<file path="src/rtl/intc_pkg.sv">
package intc_pkg;
  localparam int ADDR_W = 12;
  localparam int DATA_W = 32;

  localparam logic [ADDR_W-1:0] A_CTRL  = 12'h000;
  localparam logic [ADDR_W-1:0] A_MASK  = 12'h004;
  localparam logic [ADDR_W-1:0] A_BPT   = 12'h008;
  localparam logic [ADDR_W-1:0] A_ACK   = 12'h00C;
  localparam logic [ADDR_W-1:0] A_EOI   = 12'h010;
  localparam logic [ADDR_W-1:0] A_RUN   = 12'h014;
  localparam logic [ADDR_W-1:0] A_HPEND = 12'h018;
  localparam logic [ADDR_W-1:0] A_DIST  = 12'h100;
  localparam logic [ADDR_W-1:0] A_SETEN = 12'h104;
  localparam logic [ADDR_W-1:0] A_CLREN = 12'h108;
  localparam logic [ADDR_W-1:0] A_SETPD = 12'h10C;
  localparam logic [ADDR_W-1:0] A_CLRPD = 12'h110;
  localparam logic [ADDR_W-1:0] A_ACTV  = 12'h114;
  localparam logic [ADDR_W-1:0] A_TRIG  = 12'h118;
  localparam logic [3:0] WIN_PRIO = 4'h2;
  localparam logic [3:0] WIN_STAT = 4'h3;

  // strobes from control to datapath, one register operation per cycle
  typedef struct packed {
    logic setEn;
    logic clrEn;
    logic setPend;
    logic clrPend;
    logic wrCfg;
    logic wrPrio;
    logic ack;
    logic eoi;
    logic [4:0] idx;
    logic [DATA_W-1:0] data;
  } strobe_t;
endpackage

</file>
<file path="src/rtl/intc_dp.sv">
module intc_dp
  import intc_pkg::*;
#(
  parameter int NUM_IRQ = 8,
  parameter int PRIO_W  = 8,
  parameter int ID_W    = 10
) (
  input  logic                 clk,
  input  logic                 rstN,
  input  logic [NUM_IRQ-1:0]   irqLines,
  input  logic                 distEn,
  input  strobe_t              str,
  output logic                 hpValid,
  output logic [ID_W-1:0]      hpId,
  output logic [PRIO_W-1:0]    hpPrio,
  output logic [PRIO_W-1:0]    runPrio,
  output logic                 anyActive,
  output logic [NUM_IRQ-1:0]   enBits,
  output logic [NUM_IRQ-1:0]   pendBits,
  output logic [NUM_IRQ-1:0]   actBits,
  output logic [NUM_IRQ-1:0]   cfgBits,
  output logic [PRIO_W-1:0]    prioArr [NUM_IRQ]
);
  localparam int IDX_W = (NUM_IRQ > 1) ? $clog2(NUM_IRQ) : 1;
  localparam logic [PRIO_W-1:0] IDLE_PRIO = '1;
  localparam logic [ID_W-1:0] SPURIOUS = ID_W'(1023);

  logic [NUM_IRQ-1:0] latchQ, latchN, activeQ, activeN, lineQ, rise;
  logic [NUM_IRQ-1:0] wMask;
  logic [ID_W-1:0]    eoiId;
  logic [IDX_W-1:0]   hpIdx;
  logic               unusedBits;

  assign wMask    = str.data[NUM_IRQ-1:0];
  assign eoiId    = str.data[ID_W-1:0];
  assign rise     = irqLines & ~lineQ;
  assign pendBits = latchQ | (~cfgBits & irqLines);
  assign actBits  = activeQ;
  assign hpIdx    = hpId[IDX_W-1:0];
  assign unusedBits = ^{str.data, str.idx};

  // arbitration: lowest value wins, strict compare keeps the lowest ID on ties
  always_comb begin
    hpValid = 1'b0;
    hpId    = SPURIOUS;
    hpPrio  = IDLE_PRIO;
    for (int i = 0; i < NUM_IRQ; i++) begin
      if (distEn && enBits[i] && pendBits[i] && !activeQ[i] &&
          (!hpValid || prioArr[i] < hpPrio)) begin
        hpValid = 1'b1;
        hpId    = ID_W'(i);
        hpPrio  = prioArr[i];
      end
    end
  end

  always_comb begin
    runPrio = IDLE_PRIO;
    for (int i = 0; i < NUM_IRQ; i++) begin
      if (activeQ[i] && prioArr[i] < runPrio) runPrio = prioArr[i];
    end
  end
  assign anyActive = |activeQ;

  always_comb begin
    latchN = latchQ | (cfgBits & rise);
    if (str.setPend) latchN = latchN | wMask;
    if (str.clrPend) latchN = latchN & ~wMask;
    if (str.ack)     latchN[hpIdx] = 1'b0;
    activeN = activeQ;
    if (str.ack) activeN[hpIdx] = 1'b1;
    if (str.eoi && int'(eoiId) < NUM_IRQ) activeN[eoiId[IDX_W-1:0]] = 1'b0;
  end

  always_ff @(posedge clk or negedge rstN) begin
    if (!rstN) begin
      enBits  <= '0;
      cfgBits <= '0;
      latchQ  <= '0;
      activeQ <= '0;
      lineQ   <= '0;
    end else begin
      lineQ   <= irqLines;
      latchQ  <= latchN;
      activeQ <= activeN;
      if (str.setEn) enBits <= enBits | wMask;
      else if (str.clrEn) enBits <= enBits & ~wMask;
      if (str.wrCfg) cfgBits <= wMask;
    end
  end

  for (genvar g = 0; g < NUM_IRQ; g++) begin : gPrio
    always_ff @(posedge clk or negedge rstN) begin
      if (!rstN) prioArr[g] <= '0;
      else if (str.wrPrio && str.idx[IDX_W-1:0] == IDX_W'(g))
        prioArr[g] <= str.data[PRIO_W-1:0];
    end
  end


  ack_to_active_chk: assert property (@(posedge clk) disable iff (!rstN)
    str.ack |=> activeQ[$past(hpIdx)]);

  no_silent_activate_chk: assert property (@(posedge clk) disable iff (!rstN)
    !str.ack |=> ((activeQ & ~$past(activeQ)) == '0));

  eoi_retire_chk: assert property (@(posedge clk) disable iff (!rstN)
    (str.eoi && int'(eoiId) < NUM_IRQ) |=> !activeQ[$past(eoiId[IDX_W-1:0])]);

  clear_pending_chk: assert property (@(posedge clk) disable iff (!rstN)
    str.clrPend |=> ((latchQ & $past(wMask)) == '0));

  running_idle_chk: assert property (@(posedge clk) disable iff (!rstN)
    !anyActive |-> runPrio == IDLE_PRIO);
endmodule

</file>
<file path="src/rtl/intc_ctrl.sv">
module intc_ctrl
  import intc_pkg::*;
#(
  parameter int NUM_IRQ = 8,
  parameter int PRIO_W  = 8,
  parameter int BP_W    = 3,
  parameter int ID_W    = 10
) (
  input  logic                 clk,
  input  logic                 rstN,
  input  logic [ADDR_W-1:0]    regAddr,
  input  logic                 regWr,
  input  logic                 regRd,
  input  logic [DATA_W-1:0]    regWdata,
  output logic [DATA_W-1:0]    regRdata,
  output logic                 irqOut,
  output logic                 distEn,
  output strobe_t              str,
  input  logic                 hpValid,
  input  logic [ID_W-1:0]      hpId,
  input  logic [PRIO_W-1:0]    hpPrio,
  input  logic [PRIO_W-1:0]    runPrio,
  input  logic                 anyActive,
  input  logic [NUM_IRQ-1:0]   enBits,
  input  logic [NUM_IRQ-1:0]   pendBits,
  input  logic [NUM_IRQ-1:0]   actBits,
  input  logic [NUM_IRQ-1:0]   cfgBits,
  input  logic [PRIO_W-1:0]    prioArr [NUM_IRQ]
);
  localparam int IDX_W = (NUM_IRQ > 1) ? $clog2(NUM_IRQ) : 1;
  localparam logic [ID_W-1:0] SPURIOUS = ID_W'(1023);

  logic              ifEn;
  logic [PRIO_W-1:0] maskQ, gmask;
  logic [BP_W-1:0]   bpQ;
  logic [PRIO_W:0]   gwide;
  logic [4:0]        winIdx;
  logic              winOk, prioWin, statWin, qualify, unusedCtrl;
  logic [IDX_W-1:0]  sel;

  assign winIdx  = regAddr[6:2];
  assign sel     = winIdx[IDX_W-1:0];
  assign winOk   = !regAddr[7] && (regAddr[1:0] == 2'b00) && (int'(winIdx) < NUM_IRQ);
  assign prioWin = (regAddr[ADDR_W-1:8] == WIN_PRIO) && winOk;
  assign statWin = (regAddr[ADDR_W-1:8] == WIN_STAT) && winOk;
  assign unusedCtrl = ^winIdx;

  // group field is priority bits above the binary point
  assign gwide = {(PRIO_W+1){1'b1}} << (int'(bpQ) + 1);
  assign gmask = gwide[PRIO_W-1:0];

  assign qualify = ifEn && hpValid && (hpPrio < maskQ) &&
                   (!anyActive || ((hpPrio & gmask) < (runPrio & gmask)));
  assign irqOut  = qualify;

  always_comb begin
    str         = '0;
    str.data    = regWdata;
    str.idx     = winIdx;
    str.setEn   = regWr && regAddr == A_SETEN;
    str.clrEn   = regWr && regAddr == A_CLREN;
    str.setPend = regWr && regAddr == A_SETPD;
    str.clrPend = regWr && regAddr == A_CLRPD;
    str.wrCfg   = regWr && regAddr == A_TRIG;
    str.wrPrio  = regWr && prioWin;
    str.eoi     = regWr && regAddr == A_EOI;
    str.ack     = regRd && regAddr == A_ACK && qualify;
  end

  always_ff @(posedge clk or negedge rstN) begin
    if (!rstN) begin
      ifEn   <= 1'b0;
      distEn <= 1'b0;
      maskQ  <= '0;
      bpQ    <= '0;
    end else if (regWr) begin
      if (regAddr == A_CTRL) ifEn   <= regWdata[0];
      if (regAddr == A_DIST) distEn <= regWdata[0];
      if (regAddr == A_MASK) maskQ  <= regWdata[PRIO_W-1:0];
      if (regAddr == A_BPT)  bpQ    <= regWdata[BP_W-1:0];
    end
  end

  always_comb begin
    regRdata = '0;
    if (regRd) begin
      case (regAddr)
        A_CTRL:  regRdata = DATA_W'(ifEn);
        A_MASK:  regRdata = DATA_W'(maskQ);
        A_BPT:   regRdata = DATA_W'(bpQ);
        A_ACK:   regRdata = DATA_W'(qualify ? hpId : SPURIOUS);
        A_RUN:   regRdata = DATA_W'(runPrio);
        A_HPEND: regRdata = DATA_W'(hpId);
        A_DIST:  regRdata = DATA_W'(distEn);
        A_SETEN, A_CLREN: regRdata = DATA_W'(enBits);
        A_SETPD, A_CLRPD: regRdata = DATA_W'(pendBits);
        A_ACTV:  regRdata = DATA_W'(actBits);
        A_TRIG:  regRdata = DATA_W'(cfgBits);
        default: begin
          if (prioWin) regRdata = DATA_W'(prioArr[sel]);
          else if (statWin) regRdata = DATA_W'({actBits[sel], pendBits[sel]});
        end
      endcase
    end
  end


  enable_gate_chk: assert property (@(posedge clk) disable iff (!rstN)
    (!ifEn || !distEn) |-> !irqOut);

  mask_gate_chk: assert property (@(posedge clk) disable iff (!rstN)
    irqOut |-> hpPrio < maskQ);

  preempt_gate_chk: assert property (@(posedge clk) disable iff (!rstN)
    (irqOut && anyActive) |-> (hpPrio & gmask) < (runPrio & gmask));
endmodule

</file>
<file path="src/rtl/intc_top.sv">
module intc_top
  import intc_pkg::*;
#(
  parameter int NUM_IRQ = 8,
  parameter int PRIO_W  = 8,
  parameter int BP_W    = 3,
  parameter int ID_W    = 10
) (
  input  logic                 clk,
  input  logic                 rstN,
  input  logic [NUM_IRQ-1:0]   irqLines,
  input  logic [ADDR_W-1:0]    regAddr,
  input  logic                 regWr,
  input  logic                 regRd,
  input  logic [DATA_W-1:0]    regWdata,
  output logic [DATA_W-1:0]    regRdata,
  output logic                 irqOut
);
  strobe_t            str;
  logic               distEn, hpValid, anyActive;
  logic [ID_W-1:0]    hpId;
  logic [PRIO_W-1:0]  hpPrio, runPrio;
  logic [NUM_IRQ-1:0] enBits, pendBits, actBits, cfgBits;
  logic [PRIO_W-1:0]  prioArr [NUM_IRQ];

  intc_ctrl #(.NUM_IRQ(NUM_IRQ), .PRIO_W(PRIO_W), .BP_W(BP_W), .ID_W(ID_W)) i_ctrl (
    .clk(clk), .rstN(rstN), .regAddr(regAddr), .regWr(regWr), .regRd(regRd),
    .regWdata(regWdata), .regRdata(regRdata), .irqOut(irqOut), .distEn(distEn),
    .str(str), .hpValid(hpValid), .hpId(hpId), .hpPrio(hpPrio), .runPrio(runPrio),
    .anyActive(anyActive), .enBits(enBits), .pendBits(pendBits), .actBits(actBits),
    .cfgBits(cfgBits), .prioArr(prioArr));

  intc_dp #(.NUM_IRQ(NUM_IRQ), .PRIO_W(PRIO_W), .ID_W(ID_W)) i_dp (
    .clk(clk), .rstN(rstN), .irqLines(irqLines), .distEn(distEn), .str(str),
    .hpValid(hpValid), .hpId(hpId), .hpPrio(hpPrio), .runPrio(runPrio),
    .anyActive(anyActive), .enBits(enBits), .pendBits(pendBits), .actBits(actBits),
    .cfgBits(cfgBits), .prioArr(prioArr));
endmodule

</file>
<file path="config.mk">
export PLATFORM = sky130hd
export DESIGN_NAME = intc_top
export DESIGN_NICKNAME = d
export VERILOG_FILES = /design/src/rtl/intc_pkg.sv /design/src/rtl/intc_dp.sv /design/src/rtl/intc_ctrl.sv /design/src/rtl/intc_top.sv
export SDC_FILE = /design/constraint.sdc
export NUM_CORES = 1
export LEC_CHECK = 0
export BUFFER_PORTS_ARGS = -buffer_cell sky130_fd_sc_hd__buf_2
export CAP_MARGIN = 30
export CORE_AREA = 10 10 154 213
export DETAILED_ROUTE_END_ITERATION = 12
export DIE_AREA = 0 0 164 223
export GPL_ROUTABILITY_DRIVEN = 0
export SLEW_MARGIN = 40
export SYNTH_ARGS = -nofsm -noshare
export SYNTH_HDL_FRONTEND = slang
export SYNTH_SLANG_ARGS = --single-unit
</file>
<file path="constraint.sdc">
create_clock -name clk -period 53.8 [get_ports clk]
set_clock_uncertainty 0.05 [all_clocks]
set_input_delay 8.07 -clock clk [delete_from_list [all_inputs] [get_ports clk]]
set_output_delay 8.07 -clock clk [all_outputs]
set_load 0.005 [all_outputs]
</file>
==> results.json <==
{
  "routedWlPerCell_um": 23.2,
  "dpl.hpwl_um": 30400,
  "r2r_slack_ns": 34.34,
  "clkTransAtPathRegs_ns": 0.05,
  "grt_overflow": 0,
  "path_class": "in2out",
  "powerDensity_nw_per_um2": 17.3,
  "grt_pass1_vias": 10400,
  "stdcell_area_sq_um": 12500,
  "drive_above_1_share": 0.201,
  "setup_viol": 0,
  "wl_um": 39300,
  "cts_resized": 0,
  "grt_first_pass_wirelength_um": 60900,
  "netlist.area_leader.share": 0.257,
  "drv_slew": 0,
  "rows": 74,
  "core_area_sq_um": 28900,
  "ir_worst_vdd_uv": 19.6,
  "setup-tns-final_ns": 0,
  "drc": 0,
  "synth_area_per_cell_sq_um": 8.89,
  "num_vias": 10200,
  "cts_hold_buf": 0,
  "fmax_ghz": 0.0284,
  "nets": 1467,
  "status": "finished clean",
  "drt_iter0_markers": 854,
  "antenna_found_initial": 0,
  "synthTopCellsByCount": "117 x dfrtp_1, 113 x mux2_2, 110 x inv_1",
  "holdPathStages": 1,
  "finalHoldViolations": 0,
  "critPathRequiredTime_ns": 45.68,
  "worstHoldStart": "i_ctrl.maskQ[6]",
  "grt_start_max_net_pins": 61,
  "die_y_um": 223,
  "p_leak_nw": 5.76,
  "holdPathEnd": "i_ctrl.maskQ[6]",
  "ys_seq_area_frac": 0.257,
  "reg2reg_from": "i_dp.cfgBits[0]",
  "max_cap_viol_count": 0,
  "initial_utilization": 0.394,
  "r2r-end": "i_dp.latchQ[6]",
  "syn2layout_area_growth_pct": 9.61,
  "path_max_fanout": 19,
  "synth_cells": 1280,
  "syn-cell-area_sq_um": 11400,
  "first_pass_iters": 6,
  "final_antenna_net_count": 0,
  "cts_setup_buffers": 0,
  "io_buffers": 44,
  "layoutNonFillerInstCount": 1696,
  "synthArstFlopShare": 1.00,
  "root_buffer": "clkbuf_16",
  "die_w_um": 164,
  "clock_latency_ns": 0.45,
  "finalCritPeriodShare": 0.655,
  "start_kind": "input pin",
  "viasPerCell": 6.02,
  "grtUsageTotal": 0.217,
  "reg2reg_depth": 82,
  "endpoint_kind": "output port",
  "synth_edf_count": 0,
  "hold_class": "reg2reg",
  "cts-htree-levels": 4,
  "min_period_ns": 35.26,
  "slew_headroom": 0.369,
  "synth_area_leaders": "dfrtp_1 26%, ha_1 12%, mux2_2 11%",
  "rsz0062_at_grt": "no",
  "diodes": 0,
  "yosys.cell_count.top_type": "dfrtp_1",
  "ys_ff_latch": 117,
  "tightestPinTransition_ns": 0.922,
  "critPathArrivalTime_ns": 27.14,
  "dpl_cell_area_sq_um": 11900,
  "cts.sinks": 117,
  "slowest_delay_ns": 0.63,
  "pre_cts_ws_ns": 18.09,
  "clockBufferDepth": 2,
  "ys_types": 92,
  "ys_warn_count": 0,
  "cpMostUsedCell": "o21ai_0",
  "fin_ws_ns": 18.54,
  "num_io_pins": 89,
  "ys.flop_type": "dfrtp_1",
  "die_area_sq_um": 36600,
  "place_inst": 1663,
  "cp_slowest_cell": "o21ai_2",
  "num-fill-cells": 2875,
  "cts_tree": "built",
  "cts_buffers": 17,
  "yosys.area.top_type": "dfrtp_1",
  "power.total_mw": 0.216
}
-- power by group --
group	switching (mW)	total, mW	internal (mW)	leakage (nW)
Combinational	0.0105	0.0150	0.00450	3.90
Sequential	0.000845	0.0897	0.0888	1.59
Clock	0.0464	0.111	0.0648	0.265
-- how the worst max path moves through the flow --
stage	from	endpoint	slack [ns]	cells after the start
3_3_place_gp	irqLines[0]	regRdata[0]	18.39	83
2_1_floorplan	irqLines[0]	regRdata[9]	21.41	88
5_1_grt	irqLines[0]	regRdata[0]	17.22	86
4_1_cts	irqLines[0]	regRdata[0]	17.97	84
6_report	irqLines[0]	regRdata[3]	18.54	84
3_5_place_dp	irqLines[0]	regRdata[3]	18.09	84
-- cells in the final DEF, fill, tap and decap left out, drive strengths merged, types with 21 or more instances in the layout --
cell | netlist | final
conb | 1 | 22
a21oi | 72 | 72
mux2i | 37 | 37
nor3 | 21 | 21
buf | 32 | 51
nand3 | 25 | 25
nand2 | 101 | 101
o21ai | 77 | 77
dfrtp | 117 | 117
mux2 | 115 | 115
ha | 107 | 107
inv | 111 | 114
mux4 | 21 | 21
nor2 | 97 | 97
nor2b | 29 | 29
-- area by class of cell --
| cell class | instances | area, sq um | share of cell area |
|---|---|---|---|
| Clock buffer | 18 | 439 | 0.0352 |
| Clock inverter | 13 | 126 | 0.0101 |
| Inverter | 111 | 417 | 0.0334 |
| Multi-Input combinational cell | 1005 | 7800 | 0.625 |
| Sequential cell | 117 | 2930 | 0.235 |
| Tap cell | 380 | 475 | 0.0381 |
| Timing Repair Buffer | 52 | 288 | 0.0231 |
-- per-stage QoR --
stage                util  hold WS (ns)
detailed placement  0.411         0.468
CTS                 0.430         0.483
floorplan               -         0.421
finish              0.432         0.487
global placement    0.410         0.462
global route        0.432         0.510
-- state kept, by name, summed over array words and instances, names as in the netlist, named ones only --
name           cells
i_ctrl.bpQ         3
i_ctrl.distEn      1
i_ctrl.ifEn        1
i_ctrl.maskQ       8
i_dp.actBits       8
i_dp.cfgBits       8
i_dp.latchQ        8
i_dp.lineQ         8
i_dp.prioArr      64
-- kinds of logic (layout without fill, tap and decap cells) --
family | after synthesis | count (layout) | synth area share
other | 1 | 22 | 0.000330
AND/OR/NAND/NOR | 383 | 383 | 0.168
adder cells (fa/ha/maj) | 110 | 110 | 0.120
flip-flops | 117 | 117 | 0.257
AO/OA/AOI/OAI | 314 | 314 | 0.196
XOR/XNOR | 3 | 3 | 0.00231
multiplexers | 173 | 173 | 0.188
buffers and inverters | 179 | 194 | 0.0674
-- worst max-delay path, delay by kind of cell --
kind                       cells  cell delay [ns]
adders and majority gates      8             2.21
AOI/OAI and AO/OA             39            10.17
muxes                          4             1.58
and+or+nand+nor               23             3.85
buffers and inverters         10             1.20
-- routing by layer --
metal  part of all wire  wire length (um)  GRT usage
met5                  0                 0          0
met2               0.51             19900      0.376
met1               0.38             14800      0.238
met4              0.067              2640      0.150
met3              0.050              1990     0.0308
Note: power is estimated with default switching activity, not from simulation.
